===== config.mk =====
export PLATFORM = sky130hd
export DESIGN_NAME = dm_read_cache
export DESIGN_NICKNAME = d
export VERILOG_FILES = /design/src/rtl/dmc_pkg.sv /design/src/rtl/dmc_tag_store.sv /design/src/rtl/dmc_data_store.sv /design/src/rtl/dmc_ctrl.sv /design/src/rtl/dm_read_cache.sv
export SDC_FILE = /design/constraint.sdc
export NUM_CORES = 2
export LEC_CHECK = 0
export BUFFER_PORTS_ARGS = -buffer_cell sky130_fd_sc_hd__buf_2
export CORE_MARGIN = 8
export CORE_UTILIZATION = 60
export DETAILED_ROUTE_END_ITERATION = 10
export PLACE_DENSITY_LB_ADDON = 0.08
export SETUP_SLACK_MARGIN = 0.05
export SLEW_MARGIN = 10
export SYNTH_ARGS = -nofsm -noshare
export SYNTH_HDL_FRONTEND = slang
export SYNTH_SLANG_ARGS = --single-unit

===== constraint.sdc =====
create_clock -name clk -period 2.45 [get_ports clk]
set_input_delay 0.49 -clock clk [delete_from_list [all_inputs] [get_ports clk]]
set_output_delay 0.49 -clock clk [all_outputs]
set_load 0.05 [all_outputs]

===== src/rtl/dmc_pkg.sv =====
package dmc_pkg;
  typedef enum logic [1:0] {
    ST_IDLE  = 2'd0,
    ST_BUSRD = 2'd1,
    ST_BUSWR = 2'd2
  } dmc_state_e;
endpackage


===== src/rtl/dmc_tag_store.sv =====
module dmc_tag_store #(
  parameter int LINES   = 16,
  parameter int ENTRIES = 4,
  parameter int TAGW    = 24,
  localparam int IDXW   = $clog2(LINES),
  localparam int ENTW   = $clog2(ENTRIES)
) (
  input  logic            clk,
  input  logic            rst_n,
  input  logic            inv_all,
  input  logic [TAGW-1:0] lk_tag,
  input  logic [IDXW-1:0] lk_idx,
  input  logic [ENTW-1:0] lk_ent,
  output logic            lk_hit,
  input  logic            fl_we,
  input  logic [TAGW-1:0] fl_tag,
  input  logic [IDXW-1:0] fl_idx,
  input  logic [ENTW-1:0] fl_ent
);
  logic [LINES-1:0][TAGW-1:0]    tag_q, tag_d;
  logic [LINES-1:0][ENTRIES-1:0] vld_q, vld_d;

  // next state: a fill under a new tag restarts the line's valid mask
  always_comb begin
    tag_d = tag_q;
    vld_d = vld_q;
    if (fl_we) begin
      if (tag_q[fl_idx] == fl_tag) begin
        vld_d[fl_idx][fl_ent] = 1'b1;
      end else begin
        tag_d[fl_idx]         = fl_tag;
        vld_d[fl_idx]         = '0;
        vld_d[fl_idx][fl_ent] = 1'b1;
      end
    end
    if (inv_all) vld_d = '0;
  end

  always_ff @(posedge clk or negedge rst_n) begin
    if (!rst_n) vld_q <= '0;
    else        vld_q <= vld_d;
  end

  always_ff @(posedge clk) begin
    if (fl_we) tag_q <= tag_d;
  end

  assign lk_hit = vld_q[lk_idx][lk_ent] && (tag_q[lk_idx] == lk_tag);
endmodule


===== src/rtl/dmc_data_store.sv =====
module dmc_data_store #(
  parameter int DEPTH = 64,
  parameter int DW    = 32,
  localparam int AW   = $clog2(DEPTH)
) (
  input  logic          clk,
  input  logic          we,
  input  logic [AW-1:0] waddr,
  input  logic [DW-1:0] wdata,
  input  logic [AW-1:0] raddr,
  output logic [DW-1:0] rdata
);
  logic [DW-1:0] mem [DEPTH];

  always_ff @(posedge clk) begin
    if (we) mem[waddr] <= wdata;
  end

  assign rdata = mem[raddr];
endmodule


===== src/rtl/dmc_ctrl.sv =====
module dmc_ctrl
  import dmc_pkg::*;
#(
  parameter int DW      = 32,
  parameter int TAGW    = 24,
  parameter int IDXW    = 4,
  parameter int ENTW    = 2,
  parameter int OFFW    = 2,
  localparam int ADRW   = TAGW + IDXW + ENTW + OFFW
) (
  input  logic                 clk,
  input  logic                 rst_n,
  input  logic                 cache_on,
  input  logic                 cpu_req,
  input  logic                 cpu_we,
  input  logic [TAGW-1:0]      cpu_tag,
  input  logic [IDXW-1:0]      cpu_idx,
  input  logic [ENTW-1:0]      cpu_ent,
  input  logic [DW-1:0]        cpu_wdata,
  input  logic                 cpu_ci_attr,
  input  logic                 lk_hit,
  input  logic [DW-1:0]        lk_data,
  output logic                 cpu_ack,
  output logic [DW-1:0]        cpu_rdata,
  input  logic                 bus_ack,
  input  logic [DW-1:0]        bus_rdata,
  input  logic                 bus_burst_grant,
  input  logic                 bus_ci_in,
  output logic                 bus_req,
  output logic                 bus_we,
  output logic [ADRW-1:0]      bus_addr,
  output logic [DW-1:0]        bus_wdata,
  output logic                 bus_burst_req,
  output logic                 bus_ci_out,
  output logic                 fl_we,
  output logic [TAGW-1:0]      fl_tag,
  output logic [IDXW-1:0]      fl_idx,
  output logic [ENTW-1:0]      fl_ent,
  output logic                 dw_en,
  output logic [IDXW+ENTW-1:0] dw_addr,
  output logic [DW-1:0]        dw_data
);
  localparam logic [ENTW-1:0] LAST_BEAT = '1;

  dmc_state_e    st_q, st_d;
  logic          ack_q, ack_d;
  logic          fill_q, fill_d;
  logic          attr_q, attr_d;
  logic [ENTW-1:0] cnt_q, cnt_d;
  logic [ENTW-1:0] ent_q, ent_d;
  logic [IDXW-1:0] idx_q, idx_d;
  logic [TAGW-1:0] tag_q, tag_d;
  logic [DW-1:0]   wdata_q, wdata_d;
  logic [DW-1:0]   rdata_q, rdata_d;
  logic            keep_beat;
  logic            dp_en;

  always_comb begin
    st_d      = st_q;
    ack_d     = 1'b0;
    fill_d    = fill_q;
    attr_d    = attr_q;
    cnt_d     = cnt_q;
    ent_d     = ent_q;
    idx_d     = idx_q;
    tag_d     = tag_q;
    wdata_d   = wdata_q;
    rdata_d   = rdata_q;
    keep_beat = 1'b0;
    fl_we     = 1'b0;
    dw_en     = 1'b0;
    dw_addr   = {idx_q, ent_q};
    dw_data   = bus_rdata;
    unique case (st_q)
      ST_IDLE: begin
        if (cpu_req) begin
          tag_d   = cpu_tag;
          idx_d   = cpu_idx;
          ent_d   = cpu_ent;
          attr_d  = cpu_ci_attr;
          wdata_d = cpu_wdata;
          cnt_d   = '0;
          fill_d  = 1'b0;
          if (cpu_we) begin
            st_d = ST_BUSWR;
            if (cache_on && lk_hit) begin
              dw_en   = 1'b1;
              dw_addr = {cpu_idx, cpu_ent};
              dw_data = cpu_wdata;
            end
          end else if (cache_on && lk_hit) begin
            ack_d   = 1'b1;
            rdata_d = lk_data;
          end else begin
            st_d   = ST_BUSRD;
            fill_d = cache_on && !cpu_ci_attr;
          end
        end
      end
      ST_BUSRD: begin
        if (bus_ack) begin
          keep_beat = fill_q && !bus_ci_in;
          fl_we     = keep_beat;
          dw_en     = keep_beat;
          ent_d     = ent_q + 1'b1;
          cnt_d     = cnt_q + 1'b1;
          if (cnt_q == '0) begin
            ack_d   = 1'b1;
            rdata_d = bus_rdata;
            if (!(keep_beat && bus_burst_grant)) st_d = ST_IDLE;
          end else if (cnt_q == LAST_BEAT) begin
            st_d = ST_IDLE;
          end
        end
      end
      ST_BUSWR: begin
        if (bus_ack) begin
          ack_d = 1'b1;
          st_d  = ST_IDLE;
        end
      end
      default: st_d = ST_IDLE;
    endcase
  end

  always_ff @(posedge clk or negedge rst_n) begin
    if (!rst_n) begin
      st_q  <= ST_IDLE;
      ack_q <= 1'b0;
    end else begin
      st_q  <= st_d;
      ack_q <= ack_d;
    end
  end

  assign dp_en = (st_q == ST_IDLE && cpu_req) || bus_ack;

  always_ff @(posedge clk) begin
    if (dp_en) begin
      fill_q  <= fill_d;
      attr_q  <= attr_d;
      cnt_q   <= cnt_d;
      ent_q   <= ent_d;
      idx_q   <= idx_d;
      tag_q   <= tag_d;
      wdata_q <= wdata_d;
      rdata_q <= rdata_d;
    end
  end

  assign cpu_ack       = ack_q;
  assign cpu_rdata     = rdata_q;
  assign bus_req       = (st_q != ST_IDLE);
  assign bus_we        = (st_q == ST_BUSWR);
  assign bus_addr      = {tag_q, idx_q, ent_q, {OFFW{1'b0}}};
  assign bus_wdata     = wdata_q;
  assign bus_burst_req = (st_q == ST_BUSRD) && fill_q;
  assign bus_ci_out    = bus_req && attr_q;
  assign fl_tag        = tag_q;
  assign fl_idx        = idx_q;
  assign fl_ent        = ent_q;
endmodule


===== src/rtl/dm_read_cache.sv =====
module dm_read_cache #(
  parameter int AW      = 32,
  parameter int DW      = 32,
  parameter int LINES   = 16,
  parameter int ENTRIES = 4,
  localparam int IDXW   = $clog2(LINES),
  localparam int ENTW   = $clog2(ENTRIES),
  localparam int OFFW   = $clog2(DW / 8),
  localparam int TAGW   = AW - IDXW - ENTW - OFFW
) (
  input  logic          clk,
  input  logic          rst_n,
  input  logic          sw_enable,
  input  logic          cache_disable,
  input  logic          inval_all,
  input  logic          cpu_req,
  input  logic          cpu_we,
  input  logic [AW-1:0] cpu_addr,
  input  logic [DW-1:0] cpu_wdata,
  input  logic          cpu_ci_attr,
  output logic          cpu_ack,
  output logic [DW-1:0] cpu_rdata,
  output logic          bus_req,
  output logic          bus_we,
  output logic [AW-1:0] bus_addr,
  output logic [DW-1:0] bus_wdata,
  output logic          bus_burst_req,
  output logic          bus_ci_out,
  input  logic          bus_ack,
  input  logic [DW-1:0] bus_rdata,
  input  logic          bus_burst_grant,
  input  logic          bus_ci_in
);
  logic [1:0]            rst_sync_q;
  logic                  rst_i_n;
  logic                  cache_on;
  logic [TAGW-1:0]       cpu_tag;
  logic [IDXW-1:0]       cpu_idx;
  logic [ENTW-1:0]       cpu_ent;
  logic                  unused_offs;
  logic                  lk_hit;
  logic [DW-1:0]         lk_data;
  logic                  fl_we;
  logic [TAGW-1:0]       fl_tag;
  logic [IDXW-1:0]       fl_idx;
  logic [ENTW-1:0]       fl_ent;
  logic                  dw_en;
  logic [IDXW+ENTW-1:0]  dw_addr;
  logic [DW-1:0]         dw_data;

  // asynchronous assertion, synchronous release
  always_ff @(posedge clk or negedge rst_n) begin
    if (!rst_n) rst_sync_q <= 2'b00;
    else        rst_sync_q <= {rst_sync_q[0], 1'b1};
  end
  assign rst_i_n = rst_sync_q[1];

  assign cache_on    = sw_enable && !cache_disable;
  assign cpu_tag     = cpu_addr[AW-1 -: TAGW];
  assign cpu_idx     = cpu_addr[OFFW+ENTW +: IDXW];
  assign cpu_ent     = cpu_addr[OFFW +: ENTW];
  assign unused_offs = ^cpu_addr[OFFW-1:0];

  dmc_tag_store #(.LINES(LINES), .ENTRIES(ENTRIES), .TAGW(TAGW)) tags_i (
    .clk(clk), .rst_n(rst_i_n), .inv_all(inval_all),
    .lk_tag(cpu_tag), .lk_idx(cpu_idx), .lk_ent(cpu_ent), .lk_hit(lk_hit),
    .fl_we(fl_we), .fl_tag(fl_tag), .fl_idx(fl_idx), .fl_ent(fl_ent)
  );

  dmc_data_store #(.DEPTH(LINES * ENTRIES), .DW(DW)) data_i (
    .clk(clk), .we(dw_en), .waddr(dw_addr), .wdata(dw_data),
    .raddr({cpu_idx, cpu_ent}), .rdata(lk_data)
  );

  dmc_ctrl #(.DW(DW), .TAGW(TAGW), .IDXW(IDXW), .ENTW(ENTW), .OFFW(OFFW)) ctrl_i (
    .clk(clk), .rst_n(rst_i_n), .cache_on(cache_on),
    .cpu_req(cpu_req), .cpu_we(cpu_we), .cpu_tag(cpu_tag), .cpu_idx(cpu_idx),
    .cpu_ent(cpu_ent), .cpu_wdata(cpu_wdata), .cpu_ci_attr(cpu_ci_attr),
    .lk_hit(lk_hit), .lk_data(lk_data),
    .cpu_ack(cpu_ack), .cpu_rdata(cpu_rdata),
    .bus_ack(bus_ack), .bus_rdata(bus_rdata), .bus_burst_grant(bus_burst_grant),
    .bus_ci_in(bus_ci_in),
    .bus_req(bus_req), .bus_we(bus_we), .bus_addr(bus_addr), .bus_wdata(bus_wdata),
    .bus_burst_req(bus_burst_req), .bus_ci_out(bus_ci_out),
    .fl_we(fl_we), .fl_tag(fl_tag), .fl_idx(fl_idx), .fl_ent(fl_ent),
    .dw_en(dw_en), .dw_addr(dw_addr), .dw_data(dw_data)
  );
endmodule


==> implementation parameters <==
Parameter                              Value

Yosys
  Multiplexer area fraction after synthesis    19.7%
  Adder-Cell Fraction of Synth Area    less than 1%
  Synthesis warning total    0
  Share of the synthesized netlist area taken by xor and xnor gates    0.335%
  Fraction of the mapped netlist area in compound gates    under 10%
  Mapped Cells    approximately 4700
  Mapped Area    105000 um^2
  Async set-or-reset flop fraction in the synthesized netlist    under 10%
  FF+latch count, synth    approximately 2600
  Count of flip-flops with a built-in enable after synthesis    2530
  Dominant combinational cell family by area after synthesis    multiplexers
  Simple-Gate Fraction of Synth Area    under 10%
  Number of distinct library cells after synthesis    57
  Primary FF master, synth    sky130_fd_sc_hd__edfxtp_1
  Avg Synthesized Cell Area    22.5 um^2
  Share of synthesized area occupied by flip-flops and latches    about three quarters

STA
  Slack of the critical path    -1.61 ns
  Final Critical Period    just over 4 ns
  Worst slew margin relative to its limit    between 15 and 20%
  Max Clock Skew    0.0676 ns
  Setup TNS    -6759.40 ns
  RSZ-0062 raised after global routing    true
  Count of pins over their slew limit    0
  Final worst path period share    166%
  Worst Tran Pin Value    approximately 1.3 ns
  Final-report setup violation count    ~4600
  Final Hold Fails    0
  Peak Freq    roughly 250 MHz

GRT
  Vias in the first global route    about 57000
  Global-route wire length before repair    about 420000 um
  Global routing met3 resource utilization    a little under 8%
  Total routing usage reported by global routing    between 30% and 40%
  Top Usage Layer GRT    met2
  Total grt overflow    0
  Number of antenna violations at the first check in global routing    11
  GR met2 Demand/Resource    between 50% and 60%
  Pin count of the biggest net entering global routing    89
  Routing usage on met1    around 44%

Placement
  Number of buffers inserted by port buffering    roughly 200
  Cell Area, Placed    about 120000 um^2
  Gp weighted congestion    roughly 0.85
  Half-perimeter wire length of the detailed placement result    182000 um

Floorplan
  Die X-Extent    around 430 um
  Initial Utilization    roughly three fifths
  Die span in y    roughly 430 um
  Total Die Area    between 150000 and 200000 um^2
  Floorplan core area    approximately 170000 um^2
  Row cnt    around 150
  I/O pin count    between 200 and 250

Final layout
  Fillcell total    roughly 9600
  Area of the multi-input gates    between 20000 and 30000 um^2
  Final cell area excluding filler cells    roughly 130000 um^2
  Finished Core Util    between 70% and 80%
  Share of cells above drive strength 1    41.7%
  Layout net count    5843
  P&R area growth vs syn    23.1%
  Reg area    77700 um^2

Clock tree
  H-tree levels    5
  Max clock buf depth    4
  Clk pin slew, worst setup/hold paths    0.06 ns
  TritonCTS buffer count    277
  Insertion delay of the later-clocked pin in the worst-skew pair    around 0.94 ns
  Root cell of the clock tree    sky130_fd_sc_hd__clkbuf_16
  Number of clock sinks    2599
  TritonCTS clock tree    yes

Critical path
  CP Class    reg -> reg
  Most common cell type on the critical path    sky130_fd_sc_hd__buf_12
  Sort of element at the end of the critical path    register
  Crit path launch type    register
  CP Buf/Inv Count    7
  Slowest stage cell, crit path    sky130_fd_sc_hd__mux4_2
  Cell family contributing the most delay on the critical path    buffers and inverters
  Maximum cell stage delay along the critical path    0.49 ns
  Cell-by-cell listing of the critical path    mux4_2 > a22o_1 > a221oi_2 > xor2_1 > nand4_1 > buf_4 > nor3_4 > and3_4 > buf_12 > buf_12 > a21oi_4 > buf_6 > nor2_4 > buf_8 > buf_12 > buf_12
  Required time of the critical path    a little over 3 ns
  Arrival @ worst endpoint    roughly 4.7 ns
  CP max FO    6

Outcome
  Status    finished with violations
  Violations in the final reports    negative setup slack

Pwr
  Maximum vdd ir drop    ~800 uV
  Leakage component of the power    0.0422 uW
  PnR Total Power    around 100000 uW
  Power Density    between 700 and 800 nW/um^2

Route
  Initial detailed-routing violation count    around 8000
  Wire length per cell after detailed routing    between 30 and 40 um
  DR pass1 iterations    6
  Number of nets still failing antenna checks after routing    0
  Count of vias placed by the detailed router    ~56000
  Number of vias per cell after detailed routing    ~7
  DRC errors left    0
  Routed wire length    302000 um

Hold path
  Path type of the worst min-delay path    in -> reg

Run
  Number of max-cap violations    0
Yosys cell counts (all sizes together) (28+ instances only):
master  count  share of area [%]
nand2     141               0.51
nor3       81               0.39
clkbuf    171               0.61
mux2i      79               0.78
a22oi      29               0.21
mux4      855                 18
a22o       28               0.23
a31oi      52               0.32
nor2      133               0.48
buf       129               0.73
dfrtp      69                1.7
a211oi     64               0.75
mux2       40               0.51
edfxtp   2530                 73
a221oi     28               0.26
logic make-up after synthesis:
group / Yosys count
AO/OA/AOI/OAI: 239
XOR/XNOR: 40
adder cells (fa/ha/maj): 6
buffers and inverters: 309
flip-flops: 2599
multiplexers: 974
other: 2
AND/OR/NAND/NOR: 481
state kept, by name, indices dropped and copies added, names as in the netlist:
| name | cells |
|---|---|
| data_i.mem | 2048 |
| tags_i.tag_q | 384 |
| tags_i.vld_q | 64 |
| ctrl_i.bus_wdata | 32 |
| ctrl_i.cpu_rdata | 32 |
| ctrl_i.fl_tag | 24 |
| ctrl_i.fl_idx | 4 |
| ctrl_i.cnt_q | 2 |
| ctrl_i.fl_ent | 2 |
| ctrl_i.st_q | 2 |
| rst_sync_q | 2 |
| ctrl_i.attr_q | 1 |
| ctrl_i.cpu_ack | 1 |
| ctrl_i.fill_q | 1 |
worst reg2reg max path, delay by kind of cell, from the launching register on:
family,cells,cell delay [ns]
compound gates,3,0.54
xor+xnor,1,0.33
buf+inv,7,1.13
flops,1,0.43
mux,1,0.49
simple gates,4,0.85
worst paths after layout:
kind                            slack (ns)  cells after the start                        start                      endpoint
worst max-delay path                 -1.61                     16  tags_i.tag_q[293]$_DFFE_PP_   data_i.mem[25][4]$_DFFE_PP_
worst min-delay path                  0.08                      4                      bus_ack    ctrl_i.st_q[1]$_DFFE_PN0P_
worst max register to register       -1.61                     16  tags_i.tag_q[293]$_DFFE_PP_   data_i.mem[25][4]$_DFFE_PP_
worst min register to register        0.36                      0      rst_sync_q[0]$_DFF_PN0_       rst_sync_q[1]$_DFF_PN0_
max in group asynchronous             1.38                      1      rst_sync_q[1]$_DFF_PN0_  tags_i.vld_q[52]$_DFFE_PN0P_
min in group asynchronous             0.46                      3                        rst_n       rst_sync_q[0]$_DFF_PN0_
area by class of cell:
type | instances | area share [%]
Antenna cell | 7 | 0.0136
Clock buffer | 348 | 5.75
Clock inverter | 120 | 0.829
Inverter | 9 | 0.0262
Multi-Input combinational cell | 1745 | 20.6
Sequential cell | 2599 | 60.4
Tap cell | 2325 | 2.26
Timing Repair Buffer | 1098 | 10.2
layer usage:
layer / vias up / share of wire (%)
met4: 2 / 4.3
met5: - / 0.0043
met3: 671 / 11
met1: 29900 / 36
li1: 22100 / -
met2: 3525 / 49
through the flow:
step | hold slack (ns) | setup slack (ns) | std cells
after floorplan | 0.194 | -1.39 | 4651
after global placement | 0.274 | -2.35 | 7560
after detailed placement | 0.277 | -2.36 | 7560
after CTS | 0.0146 | -1.59 | 8197
after global routing | 0.0846 | -1.63 | 8245
final | 0.0752 | -1.61 | 8251
power breakdown:
part / leakage [uW] / switching (uW) / internal (uW)
Sequential: 0.0237 / 237 / 49600
Clock: 0.00412 / 16700 / 23300
Combinational: 0.0144 / 6980 / 4390
layout by cell type, fill, tap and decap left out, drive strengths merged, types with 14 or more instances in the layout:
cell type    count
edfxtp        2530
buf            989
mux4           855
clkbuf         361
nand2          141
nor2           135
dlygate4sd3     95
clkinv          88
nor3            81
mux2i           79
dfrtp           69
a211oi          64
a31oi           52
mux2            40
a22oi           29
a22o            28
a221oi          28
nand3           24
xnor2           24
and3            21
bufinv          19
nand4           17
xor2            16
nor4            15
nor3b           14
what timing repair did:
| item | in CTS | in global routing |
|---|---|---|
| pin swaps | 32 | 35 |
| setup buffers | 49 | 33 |
| hold endpoints to repair | 97 | 0 |
| endpoints found under the setup margin | 4649 | 4651 |
| hold buffers | 95 | 0 |
| gates cloned | 26 | 15 |
| resized for setup | 66 | 59 |
Note: power is estimated with default switching activity, not from simulation.
